===== config.mk =====
export PLATFORM = sky130hd
export DESIGN_NAME = audmclk_gen
export DESIGN_NICKNAME = d
export VERILOG_FILES = /design/src/rtl/audmclk_pkg.sv /design/src/rtl/audmclk_decode.sv /design/src/rtl/audmclk_phase.sv /design/src/rtl/audmclk_gen.sv
export SDC_FILE = /design/constraint.sdc
export NUM_CORES = 1
export LEC_CHECK = 0
export ABC_AREA = 0
export BUFFER_PORTS_ARGS = -buffer_cell sky130_fd_sc_hd__buf_2
export CAP_MARGIN = 20
export CORE_MARGIN = 8
export CORE_UTILIZATION = 54
export CTS_CLUSTER_SIZE = 20
export DETAILED_ROUTE_END_ITERATION = 8
export PLACE_DENSITY = 0.78
export SLEW_MARGIN = 20
export SYNTH_ARGS = -nofsm -noshare
export SYNTH_HDL_FRONTEND = slang
export SYNTH_SLANG_ARGS = --single-unit

===== constraint.sdc =====
create_clock -name clk -period 4.5 [get_ports clk]
set_input_delay 0.225 -clock clk [delete_from_list [all_inputs] [get_ports clk]]
set_output_delay 0.225 -clock clk [all_outputs]
set_load 0.01 [all_outputs]

===== src/rtl/audmclk_pkg.sv =====
package audmclk_pkg;
    typedef enum logic {
        BASE_X512 = 1'b0,
        BASE_X384 = 1'b1
    } base_e;

    localparam int unsigned RATE_HI = 512;
    localparam int unsigned RATE_LO = 384;
endpackage


===== src/rtl/audmclk_decode.sv =====
module audmclk_decode
    import audmclk_pkg::*;
#(
    parameter int FIELD_W = 3,
    parameter int MAX_HI  = 4,
    parameter int MAX_LO  = 3,
    parameter int RATIO_W = 10
) (
    input  base_e               base_i,
    input  logic [FIELD_W-1:0]  fld_i,
    output logic                legal_o,
    output logic [RATIO_W-1:0]  ratio_o
);
    localparam logic [RATIO_W-1:0] HI_BASE = RATIO_W'(RATE_HI);
    localparam logic [RATIO_W-1:0] LO_BASE = RATIO_W'(RATE_LO);

    always_comb begin
        if (base_i == BASE_X384) begin
            legal_o = (int'(fld_i) <= MAX_LO);
            ratio_o = LO_BASE >> fld_i;
        end else begin
            legal_o = (int'(fld_i) <= MAX_HI);
            ratio_o = HI_BASE >> fld_i;
        end
        if (!legal_o) begin
            ratio_o = '0;
        end
    end
endmodule


===== src/rtl/audmclk_phase.sv =====
module audmclk_phase #(
    parameter int FIELD_W = 3,
    parameter int PH_W    = 5
) (
    input  logic               clk,
    input  logic               rst_n,
    input  logic [FIELD_W-1:0] shift_i,
    output logic [PH_W-1:0]    ph_o,
    output logic [PH_W-1:0]    ph_next_o,
    output logic               wrap_o
);
    logic [PH_W-1:0] ph_d, ph_q;
    logic [PH_W:0]   period;

    always_comb begin
        period    = (PH_W+1)'(1) << (shift_i + FIELD_W'(1));
        wrap_o    = ({1'b0, ph_q} == (period - (PH_W+1)'(1)));
        ph_d      = wrap_o ? '0 : ph_q + PH_W'(1);
        ph_next_o = ph_d;
        ph_o      = ph_q;
    end

    always_ff @(posedge clk or negedge rst_n) begin
        if (!rst_n) begin
            ph_q <= '0;
        end else begin
            ph_q <= ph_d;
        end
    end
endmodule


===== src/rtl/audmclk_gen.sv =====
module audmclk_gen
    import audmclk_pkg::*;
#(
    parameter int FIELD_W = 3,
    parameter int MAX_HI  = 4,
    parameter int MAX_LO  = 3,
    parameter int RATIO_W = 10
) (
    input  logic               clk,
    input  logic               rst_n,
    input  logic               base_sel_i,
    input  logic [FIELD_W-1:0] mult_sel_i,
    input  logic               run_i,
    input  logic               gate_i,
    output logic               mclk_o,
    output logic               mclk_oe_o,
    output logic [RATIO_W-1:0] ratio_o,
    output logic               cfg_err_o
);
    localparam int PH_W = MAX_HI + 1;

    typedef struct packed {
        logic [FIELD_W-1:0] act_fld;
        logic               act_base;
        logic               on;
        logic               mclk;
        logic               err;
    } state_t;

    state_t s_d, s_q;

    logic               req_legal;
    logic [RATIO_W-1:0] req_ratio;
    logic [RATIO_W-1:0] act_ratio;
    logic               act_legal;
    logic [PH_W-1:0]    ph_now;
    logic [PH_W-1:0]    ph_next;
    logic               wrap;
    logic [PH_W-1:0]    half_next;

    audmclk_decode #(
        .FIELD_W(FIELD_W), .MAX_HI(MAX_HI), .MAX_LO(MAX_LO), .RATIO_W(RATIO_W)
    ) u_req_dec (
        .base_i (base_e'(base_sel_i)),
        .fld_i  (mult_sel_i),
        .legal_o(req_legal),
        .ratio_o(req_ratio)
    );

    audmclk_decode #(
        .FIELD_W(FIELD_W), .MAX_HI(MAX_HI), .MAX_LO(MAX_LO), .RATIO_W(RATIO_W)
    ) u_act_dec (
        .base_i (base_e'(s_q.act_base)),
        .fld_i  (s_q.act_fld),
        .legal_o(act_legal),
        .ratio_o(act_ratio)
    );

    audmclk_phase #(
        .FIELD_W(FIELD_W), .PH_W(PH_W)
    ) u_phase (
        .clk      (clk),
        .rst_n    (rst_n),
        .shift_i  (s_q.act_fld),
        .ph_o     (ph_now),
        .ph_next_o(ph_next),
        .wrap_o   (wrap)
    );

    always_comb begin
        s_d     = s_q;
        s_d.err = !req_legal;
        if (wrap) begin
            if (req_legal) begin
                s_d.act_fld  = mult_sel_i;
                s_d.act_base = base_sel_i;
            end
            s_d.on = run_i && !gate_i && req_legal;
        end
        half_next = PH_W'(1) << s_d.act_fld;
        s_d.mclk  = s_d.on && (ph_next < half_next);
    end

    always_ff @(posedge clk or negedge rst_n) begin
        if (!rst_n) begin
            s_q <= '0;
        end else begin
            s_q <= s_d;
        end
    end

    assign mclk_o    = s_q.mclk;
    assign mclk_oe_o = s_q.on;
    assign ratio_o   = (s_q.on && act_legal) ? act_ratio : '0;
    assign cfg_err_o = s_q.err;

    logic unused_ok;
    assign unused_ok = ^{req_ratio, ph_now};
endmodule


==> results.json, run 1 <==
{
  "status": "finished, final reports clean",
  "numCtsBuffers": 3,
  "cap_violations": 0,
  "start_kind": "flip-flop",
  "syn-num-nets": 137,
  "vdd_drop_max_mv": 0.568,
  "reg2reg_to": "mclk_o",
  "min_delay_worst_endpoint": "s_q[3]",
  "ant_nets": 0,
  "slew_headroom": 0.658,
  "p_int_uw": 529,
  "antennaDiodeCount": 0,
  "cts_sinks": 12,
  "stdcell_area_um2": 1230,
  "grt_pass1_vias": 1006,
  "grt_max_degree": 15,
  "ys_seq_elements": 12,
  "p_seq_frac": 0.223,
  "die_y_um": 60.6,
  "cts_max_path_buffers": 2,
  "gr-usage-all-layers": 0.146,
  "totalNegativeSetupSlack_ps": 0,
  "dr_total_vias": 961,
  "cts.root.buffer_cell": "clkbuf_4",
  "fp.coreArea_um2": 1920,
  "worst_setup_path_end_kind": "flip-flop",
  "viasPerCell": 5.69,
  "setup_ws_ps": 495,
  "clk_latency_ps": 270,
  "crit_required_ps": 4680,
  "initial_utilization": 0.560,
  "drcViolationCount": 0,
  "synth-seq-area-share": 0.279,
  "dieArea_um2": 3680,
  "drt-total-wl_um": 2410,
  "min_path_type": "primary input to flip-flop",
  "yosysWarnings": 0,
  "timing.fmax_mhz": 250,
  "rsz0062_at_grt": "false",
  "syn_area_um2": 1080,
  "cts_setup_buffers": 0,
  "syn_avg_cell_area_um2": 8.97,
  "cp_data_arrival_time_ps": 4190,
  "power_frac_clock": 0.077,
  "io_buffers": 20,
  "reg2regPathDepth": 14,
  "dp_slack_ps": 510,
  "initialDrtViolationCount": 60,
  "ios": 21,
  "finalSetupViolCount": 0,
  "syn_to_final_growth_pct": 14.0,
  "period_share": 0.890,
  "power_switching_uw": 544,
  "gp_congestion": 0.901,
  "holdPathStages": 2,
  "grt.overflow.total": 0,
  "wire_per_inst_um": 14.3,
  "dpl_cell_area_um2": 1180,
  "stdcell_count": 169,
  "h-tree-depth": 1,
  "tightest_slew_ps": 513,
  "chipWidth_um": 60.6,
  "final_max_slew_viol_count": 0,
  "syn_inst": 120,
  "rows": 16,
  "dp_cells": 164,
  "clock_skew_ps": 2.03,
  "switching_share": 0.507,
  "nets": 160,
  "cts_tree": "done",
  "final_hold_viol_count": 0,
  "drt_pass1_iterations": 4,
  "p_leak_nw": 0.583,
  "regToRegSetupSlack_ps": 500,
  "critical_path.max_fanout": 14,
  "grt_pass1_wl_um": 4170,
  "ys_types": 41,
  "post-route-min-period_ps": 4000,
  "hp-start": "base_sel_i",
  "r2r-start": "s_q[5]",
  "clkSlewWorstSetupHoldPaths_ps": 70,
  "dp_hpwl_um": 1980,
  "drive_gt1_frac": 0.275,
  "layout_commonest_cell": "buf_2",
  "criticalPathCategory": "flip-flop to flip-flop",
  "final_cell_mix": "buf_2, nor2_1, dfrtp_1",
  "powerDensity_nw_per_um2": 876,
  "antenna_found_initial": 0,
  "worst_hold_slack_ps": 207,
  "combPwrFrac": 0.700
}
[timing repair]
item,CTS,global route
hold buffers,1,0
endpoints found under the hold margin,12,0
gates resized for setup,0,0
[critical path: stages, from the launching register on]
cell and delay, ps:
dfrtp_1 570, nand2_1 220, inv_1 80, ha_1 490, nand3_1 120, ha_1 240
xnor2_1 250, o21a_1 200, o221ai_2 140, nor2_1 370, nand2_2 140, a2111o_1 420
ha_1 280, and4_1 200, a211oi_2 190
[metal layers]
| layer | GRT usage | vias to the layer above | part of all wire | routed length, um |
|---|---|---|---|---|
| met1 | 0.165 | 454 | 0.43 | 1030 |
| li1 | - | 476 | - | - |
| met4 | 0.110 | 0 | 0.017 | 40 |
| met3 | 0.0191 | 5 | 0.042 | 101 |
| met2 | 0.243 | 26 | 0.51 | 1240 |
| met5 | 0 | - | 0 | 0 |
[stage by stage]
stage | util | power [mW]
2_1_floorplan | - | 0.848
4_1_cts | 0.638 | 1.08
6_report | 0.638 | 1.07
5_1_grt | 0.638 | 1.18
3_3_place_gp | 0.614 | 0.954
3_5_place_dp | 0.614 | 0.987
[power by group through the flow]
stage	clock (mW)	sequential [mW]	combinational (mW)
2_1_floorplan	0	0.204	0.644
3_3_place_gp	0	0.237	0.717
3_5_place_dp	0	0.240	0.747
4_1_cts	0.0866	0.238	0.752
5_1_grt	0.0911	0.250	0.840
6_report	0.0826	0.240	0.751
[worst max path at each step]
stage / from / to / depth (start not counted)
CTS: s_q[5] / mclk_o / 14
floorplan: s_q[4] / mclk_o / 16
global placement: s_q[5] / mclk_o / 14
global route: s_q[5] / mclk_o / 17
finish: s_q[5] / mclk_o / 14
detailed placement: s_q[5] / mclk_o / 14
[Yosys cell counts (all sizes together)]
library cell,n,area [um2]
o21a,1,7.51
nand3,5,25.0
dfrtp,12,300
o21ai,5,25.0
o31ai,1,12.5
nand3b,2,15.0
nand2b,3,18.8
mux2i,3,30.0
o2111ai,1,8.76
a22o,2,17.5
nor4,1,6.26
xnor2,4,35.0
and3b,1,10.0
maj3,1,11.3
a21oi,6,33.8
o22ai,2,25.0
nor2,14,52.6
and2b,1,7.51
and4,3,26.3
o221ai,1,15.0
nor3,2,10.0
nand4,1,6.26
nand2,10,42.5
nor3b,1,7.51
o221a,1,11.3
a311oi,1,15.0
inv,11,41.3
a21o,1,7.51
buf,3,30.0
nor2b,2,12.5
a2111o,1,11.3
a211oi,2,32.5
xor2,4,35.0
ha,9,113
mux2,1,11.3
a31oi,1,6.26
[cell families after synthesis]
kind of cell               after synthesis  synth area share
DFF                                     12             0.279
buffers and inverters                   14            0.0663
AOI/OAI and AO/OA                       26             0.213
xor gates and xnor gates                 8            0.0651
adders and majority gates               10             0.115
and+or+nand+nor                         46             0.223
muxes                                    4            0.0384
[flip-flops by register name (all words and copies together), names as in the netlist]
name / cells
cfg_err_o: 1
s_q: 4
mclk_oe_o: 1
u_phase.ph_o: 5
mclk_o: 1
[final cells by class]
class | count | area (um2)
multi-input cells | 94 | 704
fillers | 178 | 696
flip-flops and latches | 12 | 300
repair buffers | 21 | 110
inverters | 11 | 41.3
clock buffers | 4 | 36.3
well taps | 27 | 33.8
(Power assumes the default switching activity.)
==> inputs of run 2 (changes only) <==
--- a/config.mk
+++ b/config.mk
@@ -12,6 +12,7 @@
 export CORE_UTILIZATION = 54
 export CTS_CLUSTER_SIZE = 20
 export DETAILED_ROUTE_END_ITERATION = 8
+export GPL_TIMING_DRIVEN = 0
 export PLACE_DENSITY = 0.78
 export SLEW_MARGIN = 20
 export SYNTH_ARGS = -nofsm -noshare
==> constraint.sdc (replaced) <==
create_clock -name clk -period 4.5 [get_ports clk]
set_input_delay 0.225 -clock clk [delete_from_list [all_inputs] [get_ports clk]]
set_output_delay 0.225 -clock clk [all_outputs]
set_load 0.1 [all_outputs]
==> run 2 against run 1 <==
Register-to-register slack better by 90 ps. Sequential cell count stayed put. Maximum frequency is 2.3% higher. Sequential share of layout area is 0.59 points lower. Utilization is 1.6 points higher. Routed wire length is 5.9% higher. Global-route usage is 0.72 points higher. Hold slack worse by 16 ps. Worst setup slack better by 92 ps. Critical path type unchanged. Critical endpoint unchanged.
==> results.json, run 2 (synthesized netlist as in run 1, its figures left out) <==
{
  "syn_to_final_growth_pct": 16.7,
  "cts.root.buffer_cell": "clkbuf_4",
  "dieArea_um2": 3680,
  "slew_headroom": 0.668,
  "ios": 21,
  "largest_register_ff_count": 5,
  "post-route-min-period_ps": 3910,
  "io_buffers": 20,
  "cts_tree": "done",
  "grt.overflow.total": 0,
  "final_max_slew_viol_count": 0,
  "grt_pass1_vias": 993,
  "rows": 16,
  "dr_total_vias": 962,
  "gr-usage-all-layers": 0.153,
  "cts_max_path_buffers": 2,
  "cts_sinks": 12,
  "clk_latency_ps": 280,
  "worst_setup_path_end_kind": "flip-flop",
  "cp_data_arrival_time_ps": 4120,
  "antennaDiodeCount": 0,
  "timing.fmax_mhz": 256,
  "tightest_slew_ps": 497,
  "antenna_found_initial": 0,
  "initialDrtViolationCount": 15,
  "min_delay_worst_endpoint": "s_q[3]",
  "reg2regPathDepth": 16,
  "criticalPathCategory": "flip-flop to flip-flop",
  "period_share": 0.870,
  "min_path_type": "primary input to flip-flop",
  "rsz0062_at_grt": "false",
  "stdcell_count": 172,
  "totalNegativeSetupSlack_ps": 0,
  "r2r-start": "s_q[4]",
  "final_cell_mix": "buf_2, nor2_1, dfrtp_1",
  "die_y_um": 60.6,
  "grt_max_degree": 13,
  "ant_nets": 0,
  "dp_hpwl_um": 2040,
  "cap_violations": 0,
  "critical_path.max_fanout": 10,
  "clock_skew_ps": 4.20,
  "finalSetupViolCount": 0,
  "holdPathStages": 2,
  "dp_cells": 167,
  "dpl_cell_area_um2": 1210,
  "layout_commonest_cell": "buf_2",
  "drive_gt1_frac": 0.290,
  "regToRegSetupSlack_ps": 590,
  "status": "finished, final reports clean",
  "drcViolationCount": 0,
  "start_kind": "flip-flop",
  "grt_pass1_wl_um": 4260,
  "fp.coreArea_um2": 1920,
  "stdcell_area_um2": 1260,
  "numCtsBuffers": 3,
  "final_hold_viol_count": 0,
  "cts_setup_buffers": 0,
  "crit_required_ps": 4700,
  "drt_pass1_iterations": 4,
  "viasPerCell": 5.59,
  "hp-start": "base_sel_i",
  "h-tree-depth": 1,
  "gp_congestion": 0.890,
  "wire_per_inst_um": 14.9,
  "nets": 163,
  "clkSlewWorstSetupHoldPaths_ps": 80,
  "chipWidth_um": 60.6,
  "worst_hold_slack_ps": 191,
  "initial_utilization": 0.560,
  "reg2reg_to": "mclk_o",
  "drt-total-wl_um": 2560
}
## run 2: cell count changes in the layout (fill, tap and decap cells not counted)
cell | previous run | this run
buf_6 | 0 | 2
buf_4 | 0 | 1
## run 2: per-layer routing
metal | share of wire | GRT usage
met4 | 0.018 | 0.0897
met3 | 0.034 | 0.0275
met5 | 0 | 0
met2 | 0.54 | 0.282
met1 | 0.41 | 0.156
## run 2: final cells by class
class                      instances  area (um2)
sequential                        12         300
fill                             168         666
timing repair buffer              21         110
clock buffer                       4        36.3
inverter                          11        41.3
multi-input combinational         94         704
buffer                             3        30.0
tap                               27        33.8
## run 2: worst max-delay path by stage
stage            from  endpoint  slack, ps
2_1_floorplan  s_q[4]    mclk_o       1040
3_3_place_gp   s_q[4]    mclk_o        720
3_5_place_dp   s_q[4]    mclk_o        600
4_1_cts        s_q[4]    mclk_o        570
5_1_grt        s_q[4]    mclk_o        310
6_report       s_q[4]    mclk_o        590
## run 2: timing repair
action,CTS,global route
endpoints found under the hold margin,12,0
hold buffers,1,0
resized for setup,0,0
## run 2: per-stage QoR
stage	setup WS (ps)	util
after CTS	574	0.654
after detailed placement	601	0.630
after floorplan	1040	-
after global placement	717	0.630
final	587	0.654
after global routing	306	0.654
## run 2: critical path: stages, from the launching register on
cell      delay [ps]
dfrtp_1          420
buf_4            190
nand2_1          130
inv_1             70
ha_1             290
buf_6            140
nand3_1           90
ha_1             230
xnor2_1          250
o21a_1           210
o221ai_2         140
nor2_1           440
nand2_2          130
a2111o_1         430
ha_1             280
and4_1           210
a211oi_2         180
Power of run 2 is not shown: default switching activity piles up to over one toggle a cycle in this logic, so the estimate is an artifact.
